### config.mk
export PLATFORM = sky130hd
export DESIGN_NAME = lc_xfer_seq
export DESIGN_NICKNAME = d
export VERILOG_FILES = /design/src/rtl/lcseq_pkg.sv /design/src/rtl/lcseq_state_dec.sv /design/src/rtl/lcseq_tok_store.sv /design/src/rtl/lcseq_next.sv /design/src/rtl/lc_xfer_seq.sv
export SDC_FILE = /design/constraint.sdc
export NUM_CORES = 1
export LEC_CHECK = 0
export BUFFER_PORTS_ARGS = -buffer_cell sky130_fd_sc_hd__clkbuf_2
export CAP_MARGIN = 10
export CORE_ASPECT_RATIO = 0.75
export CORE_MARGIN = 1
export CORE_UTILIZATION = 35
export DETAILED_ROUTE_END_ITERATION = 7
export GPL_TIMING_DRIVEN = 0
export PLACE_DENSITY = 0.7
export SYNTH_ARGS = -nofsm -noshare
export SYNTH_HDL_FRONTEND = slang
export SYNTH_SLANG_ARGS = --single-unit
### constraint.sdc
create_clock -name clk_i -period 3.6 [get_ports clk_i]
set_clock_uncertainty 0.15 [all_clocks]
set_input_delay 0.36 -clock clk_i [delete_from_list [all_inputs] [get_ports clk_i]]
set_output_delay 0.36 -clock clk_i [all_outputs]
set_load 0.05 [all_outputs]
### src/rtl/lcseq_pkg.sv
// Package: state indices and the sparse state code shared by the sequencer.
// Assumes: 15 states; codes are a distance-3 linear code XORed with a mask.
package lcseq_pkg;

    localparam int STATE_W = 7;
    localparam int NUM_ST  = 15;

    typedef enum logic [3:0] {
        S_RESET   = 4'd0,
        S_IDLE    = 4'd1,
        S_CLKMUX  = 4'd2,
        S_CNTINC  = 4'd3,
        S_CNTPROG = 4'd4,
        S_TCHK    = 4'd5,
        S_HASH    = 4'd6,
        S_WIPE    = 4'd7,
        S_TOK0    = 4'd8,
        S_TOK1    = 4'd9,
        S_TPROG   = 4'd10,
        S_POST    = 4'd11,
        S_SCRAP   = 4'd12,
        S_ESC     = 4'd13,
        S_INVALID = 4'd14
    } lcseq_idx_e;

    // Maps a state index to its 7-bit protected code.
    function automatic logic [STATE_W-1:0] lcseq_code(input logic [3:0] d);
        logic [2:0] p;
        p[0] = d[0] ^ d[1] ^ d[3];
        p[1] = d[0] ^ d[2] ^ d[3];
        p[2] = d[1] ^ d[2] ^ d[3];
        return {d, p} ^ 7'b0101010;
    endfunction

endpackage

### src/rtl/lcseq_state_dec.sv
// Module: lcseq_state_dec
// Turns the raw state register into a state index.
// Assumes: any value that matches no legal code stands for INVALID.
module lcseq_state_dec
    import lcseq_pkg::*;
(
    input  logic [STATE_W-1:0] code_i,
    output lcseq_idx_e         idx_o
);

    // Compares the register against every legal code.
    always_comb begin
        idx_o = S_INVALID;
        for (int k = 0; k < NUM_ST; k++) begin
            if (code_i == lcseq_code(4'(k))) begin
                idx_o = lcseq_idx_e'(k);
            end
        end
    end

endmodule

### src/rtl/lcseq_tok_store.sv
// Module: lcseq_tok_store
// Keeps two copies of the hashed token and the result of the first compare.
// Assumes: cap_i pulses for one cycle when the hasher returns a good token.
module lcseq_tok_store #(
    parameter int TOKEN_W = 64
) (
    input  logic               clk_i,
    input  logic               rst_ni,
    input  logic               cap_i,
    input  logic [TOKEN_W-1:0] tok_i,
    input  logic [TOKEN_W-1:0] exp_i,
    input  logic               stage0_i,
    output logic               match0_o,
    output logic               match_both_o
);

    logic [TOKEN_W-1:0] tok_a_q, tok_b_q;
    logic               m0_q;

    // Captures the hashed token into both copies.
    always_ff @(posedge clk_i) begin
        if (!rst_ni) begin
            tok_a_q <= '0;
            tok_b_q <= '0;
        end else if (cap_i) begin
            tok_a_q <= tok_i;
            tok_b_q <= tok_i;
        end
    end

    // Records the first-stage compare result while in TOK0.
    always_ff @(posedge clk_i) begin
        if (!rst_ni) begin
            m0_q <= 1'b0;
        end else if (stage0_i) begin
            m0_q <= match0_o;
        end
    end

    // Each stage compares its own copy against the expected token.
    assign match0_o     = (tok_a_q == exp_i);
    assign match_both_o = m0_q && (tok_b_q == exp_i);

endmodule

### src/rtl/lcseq_next.sv
// Module: lcseq_next
// Combinational next-state logic of the transition sequencer.
// Assumes: escalation outranks every other condition; INVALID always escalates.
module lcseq_next
    import lcseq_pkg::*;
(
    input  lcseq_idx_e idx_i,
    input  logic       esc_i,
    input  logic       req_i,
    input  logic       scrap_i,
    input  logic       sat_i,
    input  logic       trans_ok_i,
    input  logic       otp_ack_i,
    input  logic       otp_err_i,
    input  logic       hash_ack_i,
    input  logic       hash_err_i,
    input  logic       wipe_en_i,
    input  logic       wipe_ack_i,
    input  logic       match0_i,
    input  logic       match_both_i,
    output lcseq_idx_e nxt_o,
    output logic       cap_o
);

    // Chooses the successor state for every step of the sequence.
    always_comb begin
        nxt_o = idx_i;
        case (idx_i)
            S_RESET:   nxt_o = S_IDLE;
            S_IDLE: begin
                if (scrap_i)    nxt_o = S_SCRAP;
                else if (req_i) nxt_o = S_CLKMUX;
            end
            S_CLKMUX:  nxt_o = S_CNTINC;
            S_CNTINC:  nxt_o = sat_i ? S_POST : S_CNTPROG;
            S_CNTPROG: if (otp_ack_i) nxt_o = otp_err_i ? S_POST : S_TCHK;
            S_TCHK:    nxt_o = trans_ok_i ? S_HASH : S_POST;
            S_HASH:    if (hash_ack_i) nxt_o = hash_err_i ? S_POST : S_WIPE;
            S_WIPE:    if (!wipe_en_i || wipe_ack_i) nxt_o = S_TOK0;
            S_TOK0:    nxt_o = match0_i ? S_TOK1 : S_POST;
            S_TOK1:    nxt_o = match_both_i ? S_TPROG : S_POST;
            S_TPROG:   if (otp_ack_i) nxt_o = S_POST;
            S_POST, S_SCRAP, S_ESC: nxt_o = idx_i;
            default:   nxt_o = S_ESC;
        endcase
        if (esc_i) nxt_o = S_ESC;
    end

    // Flags a successful hash return for token capture.
    assign cap_o = (idx_i == S_HASH) && hash_ack_i && !hash_err_i && !esc_i;

endmodule

### src/rtl/lc_xfer_seq.sv
// Module: lc_xfer_seq (top)
// Sequences one life-cycle state transition through external handshakes.
// Assumes: ack/err/token inputs are synchronous to clk_i; err is valid with ack.
module lc_xfer_seq
    import lcseq_pkg::*;
#(
    parameter int TOKEN_W = 64
) (
    input  logic               clk_i,
    input  logic               rst_ni,
    input  logic               esc_a_i,
    input  logic               esc_b_i,
    input  logic               xfer_req_i,
    input  logic               lc_scrap_i,
    input  logic               cnt_sat_i,
    input  logic               trans_ok_i,
    output logic               otp_req_o,
    output logic               otp_tgt_o,
    input  logic               otp_ack_i,
    input  logic               otp_err_i,
    output logic               hash_req_o,
    input  logic               hash_ack_i,
    input  logic               hash_err_i,
    input  logic [TOKEN_W-1:0] hash_tok_i,
    input  logic               wipe_en_i,
    output logic               wipe_req_o,
    input  logic               wipe_ack_i,
    input  logic [TOKEN_W-1:0] exp_tok_i,
    output logic               clk_sw_o,
    output logic [6:0]         state_o
);

    logic [STATE_W-1:0] state_q;
    lcseq_idx_e         idx, nxt;
    logic               cap, match0, match_both;

    lcseq_state_dec u_dec (
        .code_i (state_q),
        .idx_o  (idx)
    );

    lcseq_tok_store #(.TOKEN_W(TOKEN_W)) u_tok (
        .clk_i        (clk_i),
        .rst_ni       (rst_ni),
        .cap_i        (cap),
        .tok_i        (hash_tok_i),
        .exp_i        (exp_tok_i),
        .stage0_i     (idx == S_TOK0),
        .match0_o     (match0),
        .match_both_o (match_both)
    );

    lcseq_next u_next (
        .idx_i        (idx),
        .esc_i        (esc_a_i | esc_b_i),
        .req_i        (xfer_req_i),
        .scrap_i      (lc_scrap_i),
        .sat_i        (cnt_sat_i),
        .trans_ok_i   (trans_ok_i),
        .otp_ack_i    (otp_ack_i),
        .otp_err_i    (otp_err_i),
        .hash_ack_i   (hash_ack_i),
        .hash_err_i   (hash_err_i),
        .wipe_en_i    (wipe_en_i),
        .wipe_ack_i   (wipe_ack_i),
        .match0_i     (match0),
        .match_both_i (match_both),
        .nxt_o        (nxt),
        .cap_o        (cap)
    );

    // Holds the protected state code.
    always_ff @(posedge clk_i) begin
        if (!rst_ni) state_q <= lcseq_code(S_RESET);
        else         state_q <= lcseq_code(nxt);
    end

    // Drives the handshake requests and the clock switch from the state.
    always_comb begin
        otp_req_o  = (idx == S_CNTPROG) || (idx == S_TPROG);
        otp_tgt_o  = (idx == S_TPROG);
        hash_req_o = (idx == S_HASH);
        wipe_req_o = (idx == S_WIPE) && wipe_en_i;
        clk_sw_o   = (idx >= S_CLKMUX) && (idx <= S_TPROG);
    end

    assign state_o = state_q;

endmodule

==> summary.md <==
| Metric | Value |
|---|---|
| Ant diodes | 0 |
| CTS clock-pin slew for the worst setup and hold paths | approximately 0.060 ns |
| Sw power | approximately 480 uW |
| Seq cells post-synth | 72 |
| Number of buffers created by CTS | 9 |
| Cells after synthesis | between 500 and 600 |
| Top_reg_cell synth | dfxtp_1 |
| Vias in the first global route | 4015 |
| CORE AREA | between 10000 and 15000 um2 |
| FFs w/ async S/R, synth | 0% |
| Post-CTS Resized | 0 |
| Min-delay src | hash_tok_i[11] |
| Crit Path Max Fanout | 3 |
| Final worst-path cycle share | around nine tenths |
| Startpoint types | register |
| Final estimated routing congestion in global placement | 0.873 |
| Final WS setup | roughly 0.32 ns |
| Antenna violations before repair | 0 |
| Area grow syn2layout | 30.8% |
| Dpl hpwl | roughly 11000 um |
| Total power | between 1.5 and 2 mW |
| DIE WIDTH | ~130 um |
| DR WL/cell | about 16 um |
| Clock latency on the worst-skew pair | about 0.34 ns |
| Worst-Margin Slew | roughly 0.67 ns |
| Synth cell count leaders | nand2_1 (142), dfxtp_1 (72), xor2_1 (66) |
| Data arrival, critical path | between 3 and 4 ns |
| Setup TNS | 0 ns |
| Fin Hold WS | between 0.08 and 0.09 ns |
| Crit. Startpoint | u_tok.tok_a_q[58] |
| Detailed Route Iter0 Violations | 222 |
| First-pass DRT Iterations | 4 |
| Outcome | finished, final reports clean |
| Final hold vios | 0 |
| Global-route wire length before repair | roughly 20000 um |
| GRT Residual Overflow | 0 |
| Combinational share of power | between 10% and 20% |
| Starting Density | between 30% and 40% |
| Synth top area share | 35.1% |
| Area of the multi-input gates | 2510 um2 |
| Core Rows | 33 |
| Max_slew headroom | roughly 55% |
| Sw frac | between 20% and 30% |
| Most common cell in the netlist | nand2_1 |
| Clk pwr share | between 40% and 50% |
| H-tree levels | 3 |
| Setup violations, final | 0 |
| Total Wirelength | around 13000 um |
| Share of cells above drive strength 1 | 27.5% |
| Final slew viol count | 0 |
| Fin util | between 40% and 50% |
| WS Path Type | reg2reg |
| Largest net degree at the start of global routing | 14 |
| Post-route cell area | about 5400 um2 |
| Fin nets | about 810 |
| Sequential Power Share | about 41% |
| Peak Freq | ~300 MHz |
| Power Dens Cells | 362 nW/um2 |
| Leakage | about 2.3 nW |
| Total GRT Usage | 22.0% |
| Final Non-Filler Cells | around 830 |
| Maximum vdd drop | 0.213 mV |
| Yosys warns | 0 |
| Placed Cells incl. Taps | roughly 800 |
| Place WS | approximately 0.13 ns |
| Clk sinks | 72 |
| Filler cell count in the final layout | 1102 |
| CTS hold repair buffers | 0 |
| Die Span Y | 95.8 um |
| Vias/cell | approximately 5 |
| Largest area contributor in the netlist | dfxtp_1 |
| RSZ-0062 raised after global routing | no |
| Max-Cap Viols | 0 |
| Pint | between 1 and 1.5 mW |
| DP Area | roughly 5100 um2 |
| Clock root buffer master | clkbuf_16 |
| Hold Crit Class | in2reg |
| Reg2reg start | u_tok.tok_a_q[58] |
| Post-synth EDFFs | 0 |
| Post-CTS setup buffers | 0 |
| Library cells used by synthesis | between 50 and 60 |
| Top post-synthesis cells by area | dfxtp_1 (35%), xor2_1 (14%), nand2_1 (13%) |
| Mapped cell area | approximately 4100 um2 |
| I/O Buffers | approximately 150 |
| CTS tree | yes |
| Final ANT Viol Nets | 0 |
| Avg Synthesized Cell Area | 8.08 um2 |
| CTS max path bufs | 2 |
| Register area share after synthesis | between 30% and 40% |
| DRC viols | 0 |
| Crit path time final | 3.28 ns |
| Vias post-DR | 4155 |
| Syn nets | 650 |
| Crit path required time | between 3 and 4 ns |
| Die area | 12200 um2 |
| Worst setup EP type | register |
| Register area | 1440 um2 |
| Boundary pin count | approximately 150 |
[path summary, 6_finish.rpt]
kind	slack, ns	cells past startpoint	endpoint
worst max-delay path	0.32	8	state_o[0]
worst min-delay path	0.09	3	u_tok.tok_a_q[11]
worst max register to register	0.32	8	state_o[0]
worst min register to register	0.31	2	u_tok.tok_a_q[56]
[placed cells by master, fill, tap and decap left out, types with 3 or more instances in the layout]
cell,instances
nor2_1,10
nor3b_1,3
inv_1,4
nand2b_1,5
nand3_1,7
nor2b_1,3
or4_1,4
a22o_1,3
a21oi_1,9
buf_2,7
clkbuf_16,9
o21ai_0,7
clkbuf_1,22
and2_1,4
dfxtp_1,72
clkbuf_2,152
nor3_1,6
xor2_1,66
a21boi_0,43
nor4_1,19
nand4_1,5
nand2_1,142
nand3b_1,5
a21boi_1,22
[registers in the layout, summed over array words and instances (netlist names)]
signal,cells
u_tok.m0_q,1
state_o,7
u_tok.tok_a_q,64
[logic make-up after synthesis]
logic type / share of synthesized area (%)
AND/OR/NAND/NOR: 27.4
AO/OA/AOI/OAI: 18.6
flip-flops: 35.1
XOR/XNOR: 14.5
buffers and inverters: 3.78
multiplexers: 0.609
[layout make-up]
class	instances	area share, %
clock buffer	11	4.52
sequential	72	26.8
multi-input combinational	401	46.7
timing repair buffer	152	14.2
inverter	4	0.280
buffer	31	2.61
tap	157	3.66
clock inverter	5	1.19
[metal layers]
layer	vias to the layer above	wire length [um]	global-route usage [%]
li1	2063	-	-
met3	19	1010	5.89
met1	1922	6060	29.3
met5	-	0	0
met4	0	218	6.55
met2	151	5760	35.1
[critical path, stage by stage (launching register included)]
cell	delay, ns
dfxtp_1	0.32
xor2_1	0.17
nor4_1	0.52
nand4_1	0.26
nor4_1	0.63
a211oi_1	0.23
nor4_4	0.39
xnor2_1	0.19
mux2_4	0.31
[power by group through the flow]
| stage | clock, mW | sequential, mW | combinational, mW |
|---|---|---|---|
| floorplan | 0 | 0.833 | 0.0904 |
| global placement | 0 | 0.822 | 0.220 |
| detailed placement | 0 | 0.822 | 0.223 |
| CTS | 0.928 | 0.804 | 0.224 |
| global route | 0.965 | 0.804 | 0.242 |
| finish | 0.916 | 0.804 | 0.224 |
Note: power is estimated with default switching activity, not from simulation.
